### src/rtl/wdog_pkg.sv
package wdog_pkg;

  typedef enum logic {
    SRC_TICK = 1'b0,
    SRC_SW   = 1'b1
  } refresh_src_e;

  function automatic int unsigned timeout_cycles(input int unsigned hz,
                                                 input int unsigned ms,
                                                 input int unsigned ovr);
    longint unsigned prod;
    prod = (longint'(hz) * longint'(ms)) / 64'd1000;
    if (ovr != 0) return ovr;
    return int'(prod);
  endfunction

endpackage

### src/rtl/wdog_tick_gen.sv
module wdog_tick_gen #(
  parameter int unsigned TICK_CYC = 16
) (
  input  logic clk,
  input  logic rst,
  output logic tick_o
);
  localparam int TW = (TICK_CYC > 2) ? $clog2(TICK_CYC) : 1;

  logic [TW-1:0] tcnt;

  always_ff @(posedge clk) begin
    if (rst) begin
      tcnt <= '0;
    end else if (tcnt == TW'(TICK_CYC - 1)) begin
      tcnt <= '0;
    end else begin
      tcnt <= tcnt + 1'b1;
    end
  end

  assign tick_o = (tcnt == TW'(TICK_CYC - 1));

endmodule

### src/rtl/wdog_timeout_ctr.sv
module wdog_timeout_ctr #(
  parameter int unsigned TIMEOUT_CYC = 64
) (
  input  logic clk,
  input  logic rst,
  input  logic refresh_i,
  output logic expire_o
);
  localparam int CW = $clog2(TIMEOUT_CYC);

  logic [CW-1:0] cnt;

  // Refresh is tested before the terminal compare, so a refresh in the
  // terminal cycle suppresses the expiry.
  always_ff @(posedge clk) begin
    if (rst) begin
      cnt      <= '0;
      expire_o <= 1'b0;
    end else begin
      expire_o <= 1'b0;
      if (refresh_i) begin
        cnt <= '0;
      end else if (cnt == CW'(TIMEOUT_CYC - 1)) begin
        cnt      <= '0;
        expire_o <= 1'b1;
      end else begin
        cnt <= cnt + 1'b1;
      end
    end
  end

  // refresh in any cycle, terminal included, blocks expiry next cycle
  a_r9_refresh_wins: assert property (@(posedge clk) disable iff (rst)
    refresh_i |=> !expire_o);

  // timeouts are at least TIMEOUT_CYC apart, never back to back
  a_r8_single_expire: assert property (@(posedge clk) disable iff (rst)
    expire_o |=> !expire_o);

endmodule

### src/rtl/wdog_fault_out.sv
module wdog_fault_out #(
  parameter int unsigned PULSE_CYC = 16
) (
  input  logic clk,
  input  logic rst,
  input  logic expire_i,
  input  logic kick_i,
  output logic sys_rst_o,
  output logic fault_led_o
);
  localparam int PW = $clog2(PULSE_CYC + 1);

  logic [PW-1:0] pcnt;

  always_ff @(posedge clk) begin
    if (rst) begin
      pcnt      <= '0;
      sys_rst_o <= 1'b0;
    end else if (expire_i) begin
      pcnt      <= PW'(PULSE_CYC - 1);
      sys_rst_o <= 1'b1;
    end else if (pcnt != '0) begin
      pcnt      <= pcnt - 1'b1;
      sys_rst_o <= 1'b1;
    end else begin
      sys_rst_o <= 1'b0;
    end
  end

  // A new timeout takes precedence over a coincident kick.
  always_ff @(posedge clk) begin
    if (rst)           fault_led_o <= 1'b0;
    else if (expire_i) fault_led_o <= 1'b1;
    else if (kick_i)   fault_led_o <= 1'b0;
  end

  // pulse starts the cycle after the expiry strobe
  a_r6_pulse_start: assert property (@(posedge clk) disable iff (rst)
    expire_i |=> sys_rst_o);

  // a kick without a fresh expiry turns the indicator off
  a_r7_kick_clears: assert property (@(posedge clk) disable iff (rst)
    (kick_i && !expire_i) |=> !fault_led_o);

  // only a kick turns the indicator off, the reset pulse does not
  a_r8_fault_holds: assert property (@(posedge clk) disable iff (rst)
    (fault_led_o && !kick_i) |=> fault_led_o);

  // the indicator is lit when the reset pulse begins
  a_r7_led_with_pulse: assert property (@(posedge clk) disable iff (rst)
    $rose(sys_rst_o) |-> fault_led_o);

endmodule

### src/rtl/wdog_supervisor.sv
module wdog_supervisor #(
  parameter int unsigned CLK_HZ      = 50_000_000,
  parameter int unsigned TIMEOUT_MS  = 1600,
  parameter int unsigned TIMEOUT_OVR = 0,
  parameter int unsigned TICK_DIV    = 16,
  parameter int unsigned PULSE_CYC   = 16
) (
  input  logic clk,
  input  logic rst,
  input  logic kick_we,
  input  logic mode_we,
  input  logic mode_wdata,
  output logic sys_rst_o,
  output logic fault_led_o
);
  import wdog_pkg::*;

  localparam int unsigned TIMEOUT_CYC = timeout_cycles(CLK_HZ, TIMEOUT_MS, TIMEOUT_OVR);
  localparam int unsigned TICK_RAW    = TIMEOUT_CYC / TICK_DIV;
  localparam int unsigned TICK_CYC    = (TICK_RAW < 2) ? 2 : TICK_RAW;

  refresh_src_e mode_q;
  logic         tick;
  logic         refresh;
  logic         expire;

  always_ff @(posedge clk) begin
    if (rst)          mode_q <= SRC_TICK;
    else if (mode_we) mode_q <= refresh_src_e'(mode_wdata);
  end

  wdog_tick_gen #(.TICK_CYC(TICK_CYC)) u_tick (
    .clk    (clk),
    .rst    (rst),
    .tick_o (tick)
  );

  // Kicks refresh in both modes; a mode write restarts the count so a
  // switch to the tick source can never inherit a nearly expired count.
  assign refresh = kick_we | mode_we | ((mode_q == SRC_TICK) & tick);

  wdog_timeout_ctr #(.TIMEOUT_CYC(TIMEOUT_CYC)) u_ctr (
    .clk       (clk),
    .rst       (rst),
    .refresh_i (refresh),
    .expire_o  (expire)
  );

  wdog_fault_out #(.PULSE_CYC(PULSE_CYC)) u_out (
    .clk         (clk),
    .rst         (rst),
    .expire_i    (expire),
    .kick_i      (kick_we),
    .sys_rst_o   (sys_rst_o),
    .fault_led_o (fault_led_o)
  );

  // no timeout while the internal tick is the refresh source
  a_r5_tick_no_timeout: assert property (@(posedge clk) disable iff (rst)
    (mode_q == SRC_TICK) |-> !expire);

  // reset leaves the tick source selected
  a_r4_reset_mode: assert property (@(posedge clk)
    rst |=> (mode_q == SRC_TICK));

  // a mode write is seen in the next cycle
  a_r3_mode_load: assert property (@(posedge clk) disable iff (rst)
    mode_we |=> (mode_q == refresh_src_e'($past(mode_wdata))));

endmodule

### config.mk
export PLATFORM = sky130hd
export DESIGN_NAME = wdog_supervisor
export DESIGN_NICKNAME = d
export VERILOG_FILES = /design/src/rtl/wdog_pkg.sv /design/src/rtl/wdog_tick_gen.sv /design/src/rtl/wdog_timeout_ctr.sv /design/src/rtl/wdog_fault_out.sv /design/src/rtl/wdog_supervisor.sv
export SDC_FILE = /design/constraint.sdc
export NUM_CORES = 1
export LEC_CHECK = 0
export ABC_AREA = 1
export BUFFER_PORTS_ARGS = -buffer_cell sky130_fd_sc_hd__buf_4
export CORE_MARGIN = 2
export CORE_UTILIZATION = 56
export CTS_CLUSTER_SIZE = 30
export DETAILED_ROUTE_END_ITERATION = 16
export GPL_ROUTABILITY_DRIVEN = 0
export MAX_ROUTING_LAYER = met4
export PLACE_DENSITY = 0.83
export SLEW_MARGIN = 5
export SYNTH_ARGS = -nofsm -noshare
export SYNTH_HDL_FRONTEND = slang
export SYNTH_SLANG_ARGS = --single-unit
export TNS_END_PERCENT = 50
### constraint.sdc
create_clock -name clk -period 1.76 [get_ports clk]
set_clock_uncertainty 0.2 [all_clocks]
set_input_delay 0.088 -clock clk [delete_from_list [all_inputs] [get_ports clk]]
set_output_delay 0.088 -clock clk [all_outputs]
set_load 0.01 [all_outputs]
==> results of run 1 <==
-- per-layer routing --
layer	track usage (%)	routed length (um)	part of all wire [%]
met5	-	0	0
met4	10.2	159	2.2
met3	5.40	263	3.7
met2	43.0	3500	49
met1	30.8	3240	45
-- synthesized netlist by cell type (2+ instances only) --
cell type / number / area share (%)
nand4_1: 14 / 2.8
nand3_1: 24 / 3.9
buf_6: 2 / 0.73
ha_1: 3 / 1.2
xor2_1: 12 / 3.4
a21oi_1: 17 / 2.7
xnor2_1: 8 / 2.3
nor2_2: 4 / 0.81
nand2_1: 130 / 16
inv_1: 50 / 6.1
and2_1: 2 / 0.40
dfxtp_1: 59 / 38
nand3b_1: 9 / 2.2
buf_2: 3 / 0.48
nor2_1: 119 / 14
nor3_1: 9 / 1.5
or2_0: 2 / 0.40
o21ai_0: 4 / 0.65
-- worst max-delay path, stage by stage (launching register included) --
cell and delay (ns):
dfxtp_1 0.41, nand2_2 0.12, inv_1 0.07, nand2_1 0.06, nor2_2 0.14, nand4_1 0.16
nand3_2 0.15, buf_4 0.17, nor2_1 0.06
-- layout make-up --
class | count | area (um^2) | share of cell area (%)
clock buffer | 9 | 124 | 3.38
clock inverter | 7 | 100 | 2.73
inverter | 50 | 188 | 5.12
multi-input combinational | 365 | 1760 | 47.9
sequential | 59 | 1190 | 32.4
tap | 72 | 90.1 | 2.46
timing repair buffer | 24 | 218 | 5.94
-- power by group through the flow --
| stage | Sequential (mW) | Combinational (mW) | Clock (mW) |
|---|---|---|---|
| after floorplan | 1.46 | 0.266 | 0 |
| after global placement | 1.46 | 0.334 | 0 |
| after detailed placement | 1.46 | 0.356 | 0 |
| after CTS | 1.43 | 0.368 | 1.41 |
| after global routing | 1.44 | 0.475 | 1.47 |
| final | 1.43 | 0.400 | 1.39 |
-- path summary, 6_finish.rpt --
kind | slack [ns] | startpoint | endpoint
worst min register to register | 0.27 | u_tick.tcnt[0] | u_tick.tcnt[0]
worst max-delay path | 0.10 | u_tick.tcnt[9] | u_ctr.cnt[23]
worst min-delay path | 0.27 | u_tick.tcnt[0] | u_tick.tcnt[0]
worst max register to register | 0.10 | u_tick.tcnt[9] | u_ctr.cnt[23]
-- repair_timing --
action	CTS	global route
endpoints found under the hold margin	10	0
endpoints found under the setup margin	0	55
setup buffers	0	1
hold buffers	5	0
resized for setup	0	23
-- logic make-up (layout without fill, tap and decap cells) --
family | after synthesis | count (layout) | synth area share [%]
buf+inv | 55 | 90 | 7.26
xor+xnor | 20 | 20 | 5.65
flops | 59 | 59 | 38.1
fa+ha+maj | 3 | 3 | 1.21
compound gates | 24 | 24 | 4.04
simple gates | 318 | 318 | 43.7
-- per-stage QoR --
| step | cell area [um^2] | hold slack, ns | utilization (%) | worst slack (ns) |
|---|---|---|---|---|
| after floorplan | 3100 | 0.0266 | - | 0.110 |
| after global placement | 3310 | 0.115 | 60.9 | 0.0896 |
| after detailed placement | 3310 | 0.128 | 60.9 | 0.0417 |
| after global routing | 3660 | 0.290 | 67.4 | -0.0422 |
| final | 3660 | 0.267 | 67.4 | 0.100 |
| after CTS | 3590 | 0.256 | 66.0 | 0.0240 |
-- state kept, by name (all words and copies together), names as in the netlist --
| register | cells |
|---|---|
| mode_q | 1 |
| u_ctr.expire_o | 1 |
| u_out.sys_rst_o | 1 |
| u_ctr.cnt | 27 |
| u_out.pcnt | 5 |
| u_out.fault_led_o | 1 |
| u_tick.tcnt | 23 |
==> results.tsv, run 1 <==
metric	value	unit
CP Data Required Time	1.80	ns
Hold Crit Depth	1	
core area	0.00544	mm^2
CTS tree	done	
filler instances	442	
DRC violations left	0	
type of origin of the critical path	flop	
starting density of the core	57.0	%
CTS H-tree depth	3	
Chip Height	78.4	um
critical path arrival	1.70	ns
Via-to-Cell Ratio	5.19	
final slew viol count	0	
Mapped Nets	487	
total number of vias	3044	
Ys Warns	0	
maximum vdd drop	0.000702	V
GRT Util Overall	25.8	%
Cell Count, Final, Fillers Out	586	
Worst Setup End Kind	flop	
commonest non-fill, non-tap cell in the layout	nand2_1	
initial antenna violation count	0	
pin count of the biggest net entering global routing	23	
CTS Sinks	59	
slew margin rel.	80.6	%
Tmin final	1.66	ns
sw frac	26.8	%
sequential-to-total area share from yosys stat	38.1	%
Max Fanout on Critical Path	8	
port bufs	6	
CTS Root Buffer Type	clkbuf_8	
detailed placement HPWL	4980	um
number of global-route vias before repair	2843	
first-pass GRT wire length	12400	um
PnR Total Power	3.23	mW
Comb power frac	12.4	%
Yosys cell types	26	
setup TNS	0	ns
Max Cap Viol	0	
most frequent cells in the layout	nand2_1, nor2_1, dfxtp_1	
die area	0.00615	mm^2
Synth Cell Area	0.00310	mm^2
layout cells sized above 1	12.3	%
cell-internal power	2.36	mW
Cell Pwr Density	881	mW/mm^2
Setup violations, final	0	
Worst-Skew Late Latency	0.34	ns
CTS max path bufs	2	
DRT Wirelength	7170	um
Clock Pin Slew Worst Setup and Hold Paths	0.07	ns
status	finished, final reports clean	
TritonCTS Buffers	9	
period utilisation layout	94.3	%
DR WL/cell	12.2	um
f_max	0.603	GHz
asr flop ratio synth	0	%
Post-synth EDFFs	0	
P_sw	0.865	mW
gr ovfl total	0	
die span in x	78.4	um
Cells after Synth	479	
Iter 0 DRT Violations	198	
Top Ports	7	
critical path type	flop to flop	
Placed Instances	564	
Layout area overhead	18.2	%
# rows	27	
Final Hold Vio Count	0	
worst hold path type	flop to flop	
Clk pwr share	43.2	%
Pleak	1.24	nW
slew at the pin closest to its max-slew limit	0.288	ns
Pre-antenna DRT Iters	5	
sequential cell fraction of total power	44.4	%
Ant. Diodes	0	
r2r worst-path depth	8	
Main synth FF type	dfxtp_1	
Avg Inst Size Synth	6.47	um^2
Seq cells post-synth	59	
Final nets	517	
Routed Antenna Nets	0	
No activity file was read; power rests on OpenSTA's default activity.
==> run 2: changes to the inputs <==
--- a/config.mk
+++ b/config.mk
@@ -7,6 +7,7 @@
 export LEC_CHECK = 0
 export ABC_AREA = 1
 export BUFFER_PORTS_ARGS = -buffer_cell sky130_fd_sc_hd__buf_4
+export CORE_ASPECT_RATIO = 0.8
 export CORE_MARGIN = 2
 export CORE_UTILIZATION = 56
 export CTS_CLUSTER_SIZE = 30
==> run 2 against run 1 <==
Net effect:
- setup slack got worse by 0.043 ns
- maximum frequency decreased by 2.5%
- global-route usage increased by 0.12 points
- non-clock buffer count increased by 8
- critical path depth rose by 1
==> results.tsv, run 2 (synthesis gave the netlist of run 1 again) <==
metric	value	unit
status	finished, final reports clean	
Ant. Diodes	0	
port bufs	6	
# rows	24	
filler instances	405	
Top Ports	7	
DR top layer	met4	
CTS Sinks	59	
most frequent cells in the layout	nand2_1, nor2_1, inv_1, dfxtp_1, nand3_1	
maximum vdd drop	0.000557	V
Tmin final	1.70	ns
r2r worst-path depth	9	
DRC violations left	0	
CTS max path bufs	2	
Max Cap Viol	0	
Largest regs	u_ctr.cnt x27, u_tick.tcnt x23, u_out.pcnt x5	
Worst-Skew Late Latency	0.34	ns
critical path type	flop to flop	
CTS Root Buffer Type	clkbuf_8	
period utilisation layout	96.8	%
total number of vias	3211	
worst flop-to-flop path startpoint	u_ctr.cnt[15]	
commonest non-fill, non-tap cell in the layout	nand2_1	
Via-to-Cell Ratio	5.47	
Setup crit start	u_ctr.cnt[15]	
slew at the pin closest to its max-slew limit	0.368	ns
Routed Antenna Nets	0	
CTS H-tree depth	3	
crit path capture	u_ctr.cnt[23]	
DR WL/cell	13.7	um
WL met3	697	um
Chip Height	70.6	um
reg2reg end	u_ctr.cnt[23]	
DRT Wirelength	8060	um
final slew viol count	0	
TritonCTS Buffers	9	
Iter 0 DRT Violations	287	
first-pass GRT wire length	12100	um
PnR Total Power	3.23	mW
layout cells sized above 1	14.6	%
routed wl met2	3760	um
core area	0.00541	mm^2
metal1 wirelength	3460	um
Largest register FFs	27	
Layout area overhead	21.8	%
Reg with most FFs	u_ctr.cnt	
detailed placement HPWL	5200	um
reg-to-reg setup timing slack	0.06	ns
type of origin of the critical path	flop	
Cell Pwr Density	854	mW/mm^2
die span in x	87.2	um
final core occ	69.9	%
initial antenna violation count	0	
critical path arrival	1.73	ns
f_max	0.587	GHz
Setup violations, final	0	
Clock Pin Slew Worst Setup and Hold Paths	0.07	ns
number of global-route vias before repair	2723	
CTS tree	done	
Worst Setup End Kind	flop	
starting density of the core	57.4	%
CP Data Required Time	1.79	ns
FF+latch area	0.00120	mm^2
die area	0.00615	mm^2
Pleak	1.31	nW
worst hold path type	flop to flop	
slew margin rel.	75.3	%
pin count of the biggest net entering global routing	28	
GRT Util Overall	26.0	%
gr ovfl total	0	
Final nets	525	
Final Hold Vio Count	0	
Multi-input gate area	0.00176	mm^2
Max Fanout on Critical Path	4	
Pre-antenna DRT Iters	5	
-- run 2: layout make-up --
class | count | area share, %
Clock buffer | 10 | 3.64
Clock inverter | 6 | 2.35
Inverter | 50 | 4.97
Multi-Input combinational cell | 365 | 46.7
Sequential cell | 59 | 31.8
Tap cell | 65 | 2.15
Timing Repair Buffer | 32 | 8.38
-- run 2: how the worst min path moves through the flow --
stage	cells past startpoint	end	startpoint	slack, ns
after floorplan	2	mode_q	mode_wdata	0.03
after global placement	3	mode_q	mode_wdata	0.12
after detailed placement	2	u_out.pcnt[2]	rst	0.13
after CTS	2	u_out.pcnt[4]	u_out.pcnt[4]	0.25
after global routing	1	u_tick.tcnt[0]	u_tick.tcnt[0]	0.26
final	1	u_tick.tcnt[0]	u_tick.tcnt[0]	0.24
-- run 2: per-stage QoR --
step | cells | area [um^2] | setup WS [ns] | hold WS, ns | TNS, ns
3_3_place_gp | 561 | 3330 | 0.104 | 0.121 | 0
5_1_grt | 587 | 3780 | -0.0232 | 0.262 | -0.0481
3_5_place_dp | 561 | 3330 | -0.000354 | 0.131 | -0.000354
2_1_floorplan | 479 | 3100 | 0.110 | 0.0266 | 0
4_1_cts | 582 | 3610 | 0.0189 | 0.254 | 0
6_report | 587 | 3780 | 0.0572 | 0.245 | 0
-- run 2: where the power goes --
| group | total (mW) | switching, mW | internal, mW |
|---|---|---|---|
| Sequential | 1.43 | 0.0359 | 1.39 |
| Clock | 1.39 | 0.556 | 0.834 |
| Combinational | 0.406 | 0.225 | 0.181 |
| Total | 3.23 | 0.817 | 2.41 |
-- run 2: per-layer routing --
metal	vias to the layer above	global-route usage, %
li1	1580	-
met1	1466	34.3
met2	145	39.8
met3	20	7.35
met4	0	6.15
met5	-	-
-- run 2: what timing repair did --
action / CTS / global route
gates cloned: 0 / 3
pin swaps: 0 / 10
setup buffers: 0 / 2
hold buffers: 5 / 0
gates resized for setup: 1 / 31
endpoints found under the hold margin: 10 / 0
endpoints found under the setup margin: 2 / 48
-- run 2: worst max-delay path, cell delays in order, from the launching register on --
cell and delay (ns):
dfxtp_1 0.44, nand2_1 0.20, nor2_2 0.18, nand2_1 0.12, nor2_1 0.21, nand2_1 0.08
nand2_1 0.06, nand2_1 0.04, inv_1 0.04, nor2_1 0.03
==> run 3: changes to the inputs <==
--- a/config.mk
+++ b/config.mk
@@ -18,5 +18,6 @@
 export SLEW_MARGIN = 5
 export SYNTH_ARGS = -nofsm -noshare
 export SYNTH_HDL_FRONTEND = slang
+export SYNTH_HIERARCHICAL = 1
 export SYNTH_SLANG_ARGS = --single-unit
 export TNS_END_PERCENT = 50
==> run 3 against run 2 <==
Net effect:
- the run now ends with setup timing left
- via count increased by 3.3%
- final cell count is 8.9% higher
- register-to-register slack lost 0.33 ns
- synthesized cell count rose by 1.9%
- non-clock buffer count rose by 29
- critical path depth is 1 higher
- hold slack improved by 0.070 ns
- maximum frequency is 16% lower
- final area up 11%
- combinational power down 70%
- sequential share of layout area down 3.3 points
- die area rose by 3.3%
- critical endpoint is now u_ctr/cnt[5]
==> results.tsv, run 3 <==
metric	value	unit
post-route cell area	0.00418	mm^2
top-area cell type share of the netlist area	36.8	%
CTS H-tree depth	3	
asr flop ratio synth	0	%
Via-to-Cell Ratio	5.19	
number of global-route vias before repair	3068	
CTS tree	done	
Slowest-stage cell, CP	dfxtp_1	
final slew viol count	0	
dpl cell area	0.00365	mm^2
Avg Inst Size Synth	6.58	um^2
DRT Wirelength	8410	um
Pre-antenna DRT Iters	5	
first-pass GRT wire length	13200	um
gr busiest metal	met2	
Synth top cells by count	nand2_1, nor2_1, inv_1, dfxtp_1, nand3_1	
Iter 0 DRT Violations	347	
starting density of the core	58.4	%
Setup WS post-layout	-0.269	ns
Largest register FFs	27	
Final Hold Vio Count	0	
most frequent cells in the layout	nand2_1, nor2_1, inv_1	
die span in x	88.6	um
Worst Setup End Kind	flop	
Cells after Synth	488	
slowest stage delay, CP	0.33	ns
Reg with most FFs	u_ctr/cnt	
GRT Util Overall	27.6	%
core area	0.00550	mm^2
setup TNS	-7.52	ns
CP Data Required Time	1.79	ns
pin count of the biggest net entering global routing	17	
met1 Track Usage GR	32.2	%
unrepaired setup endpoints after global routing	yes	
TritonCTS Buffers	9	
area leader, netlist	dfxtp_1	
detailed placement HPWL	5050	um
Chip Height	71.7	um
Ant. Diodes	0	
DRC violations left	0	
Final nets	565	
critical path type	flop to flop	
Top Ports	7	
sequential-to-total area share from yosys stat	36.8	%
Mapped Nets	497	
DR WL/cell	13.2	um
Synth area leaders	dfxtp_1, nand2_1, nor2_1	
worst-path cell chain	nor2_2 > nand4_1 > nor4_2 > inv_1 > o21ai_2 > nor2_2 > nand2_4 > buf_12 > buf_12 > nor2_2	
commonest non-fill, non-tap cell in the layout	nand2_1	
Worst-Skew Late Latency	0.34	ns
Cell Pwr Density	676	mW/mm^2
Tmin final	2.03	ns
CTS Sinks	59	
layout cells sized above 1	25.5	%
slew at the pin closest to its max-slew limit	0.349	ns
Ys Warns	6	
Pleak	1.73	nW
Clock Pin Slew Worst Setup and Hold Paths	0.07	ns
Seq cells post-synth	59	
maximum vdd drop	0.000840	V
f_max	0.493	GHz
# rows	24	
Routed Antenna Nets	0	
Layout area overhead	30.3	%
Yosys cell types	24	
die area	0.00636	mm^2
critical path's most frequent cell	nor2_2	
period utilisation layout	115	%
Synth Cell Area	0.00321	mm^2
CTS max path bufs	2	
Post-synth EDFFs	0	
worst hold path type	flop to flop	
initial antenna violation count	0	
type of origin of the critical path	flop	
slew margin rel.	76.7	%
port bufs	6	
GRT met3 Usage	7.72	%
violated checks	setup timing	
gr ovfl total	0	
Max Fanout on Critical Path	8	
Main synth FF type	dfxtp_1	
Largest regs	u_ctr/cnt x27, u_tick/tcnt x23, u_out/pcnt x5	
Max Cap Viol	0	
Setup violations, final	35	
CTS Root Buffer Type	clkbuf_8	
Hold Slack	0.315	ns
total number of vias	3316	
status	finished, violations left	
critical path arrival	2.06	ns
met2 GRT Util	44.9	%
count leader, synth	nand2_1	
==> run 3: cell types whose count changed in the layout (fill, tap and decap cells not counted), moves of 10 or more <==
cell,previous run,this run
nor2_4,3,14
nand4_1,14,4
nor2_1,112,83
nand2_1,126,139
inv_1,49,61
buf_4,22,49
nand3_1,24,34
==> run 3: through the flow <==
step / cells / power [mW] / util [%] / worst slack, ns
finish: 639 / 2.83 / 76.1 / -0.269
global route: 639 / 2.91 / 76.1 / -0.298
CTS: 635 / 2.84 / 74.2 / -0.0778
detailed placement: 606 / 1.47 / 66.5 / -0.189
global placement: 606 / 1.47 / 66.5 / -0.164
floorplan: 488 / 1.43 / - / -0.135
==> run 3: worst paths after layout <==
kind	start	to	slack (ns)	cells after the start
worst min register to register	u_ctr/expire_o	u_out/pcnt[2]	0.31	2
worst max register to register	u_tick/tcnt[16]	u_ctr/cnt[5]	-0.27	10
worst max-delay path	u_tick/tcnt[16]	u_ctr/cnt[5]	-0.27	10
worst min-delay path	u_ctr/expire_o	u_out/pcnt[2]	0.31	2
==> run 3: report_power, final <==
part | internal, mW | switching (mW) | total [mW]
sequential | 1.34 | 0.00790 | 1.35
combinational | 0.0624 | 0.0571 | 0.120
clock | 0.793 | 0.562 | 1.36
==> run 3: per-layer routing <==
layer / vias to the layer above / share of wire [%] / routed length [um]
li1: 1627 / - / -
met1: 1535 / 41 / 3470
met2: 128 / 49 / 4090
met3: 26 / 7.9 / 662
met4: 0 / 2.2 / 182
met5: - / 0 / 0
==> run 3: logic make-up after synthesis <==
kind of cell,count (synthesis),share of synthesized area [%]
AND/OR/NAND/NOR,315,44.0
buffers and inverters,68,8.77
flip-flops,59,36.8
AO/OA/AOI/OAI,22,3.43
XOR/XNOR,20,5.46
adder cells (fa/ha/maj),4,1.56
==> run 3: area by class of cell <==
cell class,count,area [um^2]
timing repair buffer,61,557
clock buffer,9,124
tap,78,97.6
multi-input combinational,361,1880
fill,361,1310
inverter,64,240
clock inverter,7,91.3
sequential,59,1190
==> run 3: critical path: cells and delay by family, from the launching register on <==
| family | cells | cell delay (ns) |
|---|---|---|
| AO/OA/AOI/OAI | 1 | 0.18 |
| buffers and inverters | 3 | 0.36 |
| AND/OR/NAND/NOR | 6 | 0.84 |
| flip-flops | 1 | 0.33 |
==> run 3: repair_timing <==
action,in CTS,in global routing
hold buffers,5,0
resized for setup,19,21
gates cloned,1,0
setup endpoints to repair,27,49
endpoints found under the hold margin,9,0
buffers inserted,7,4
pin swaps,14,7
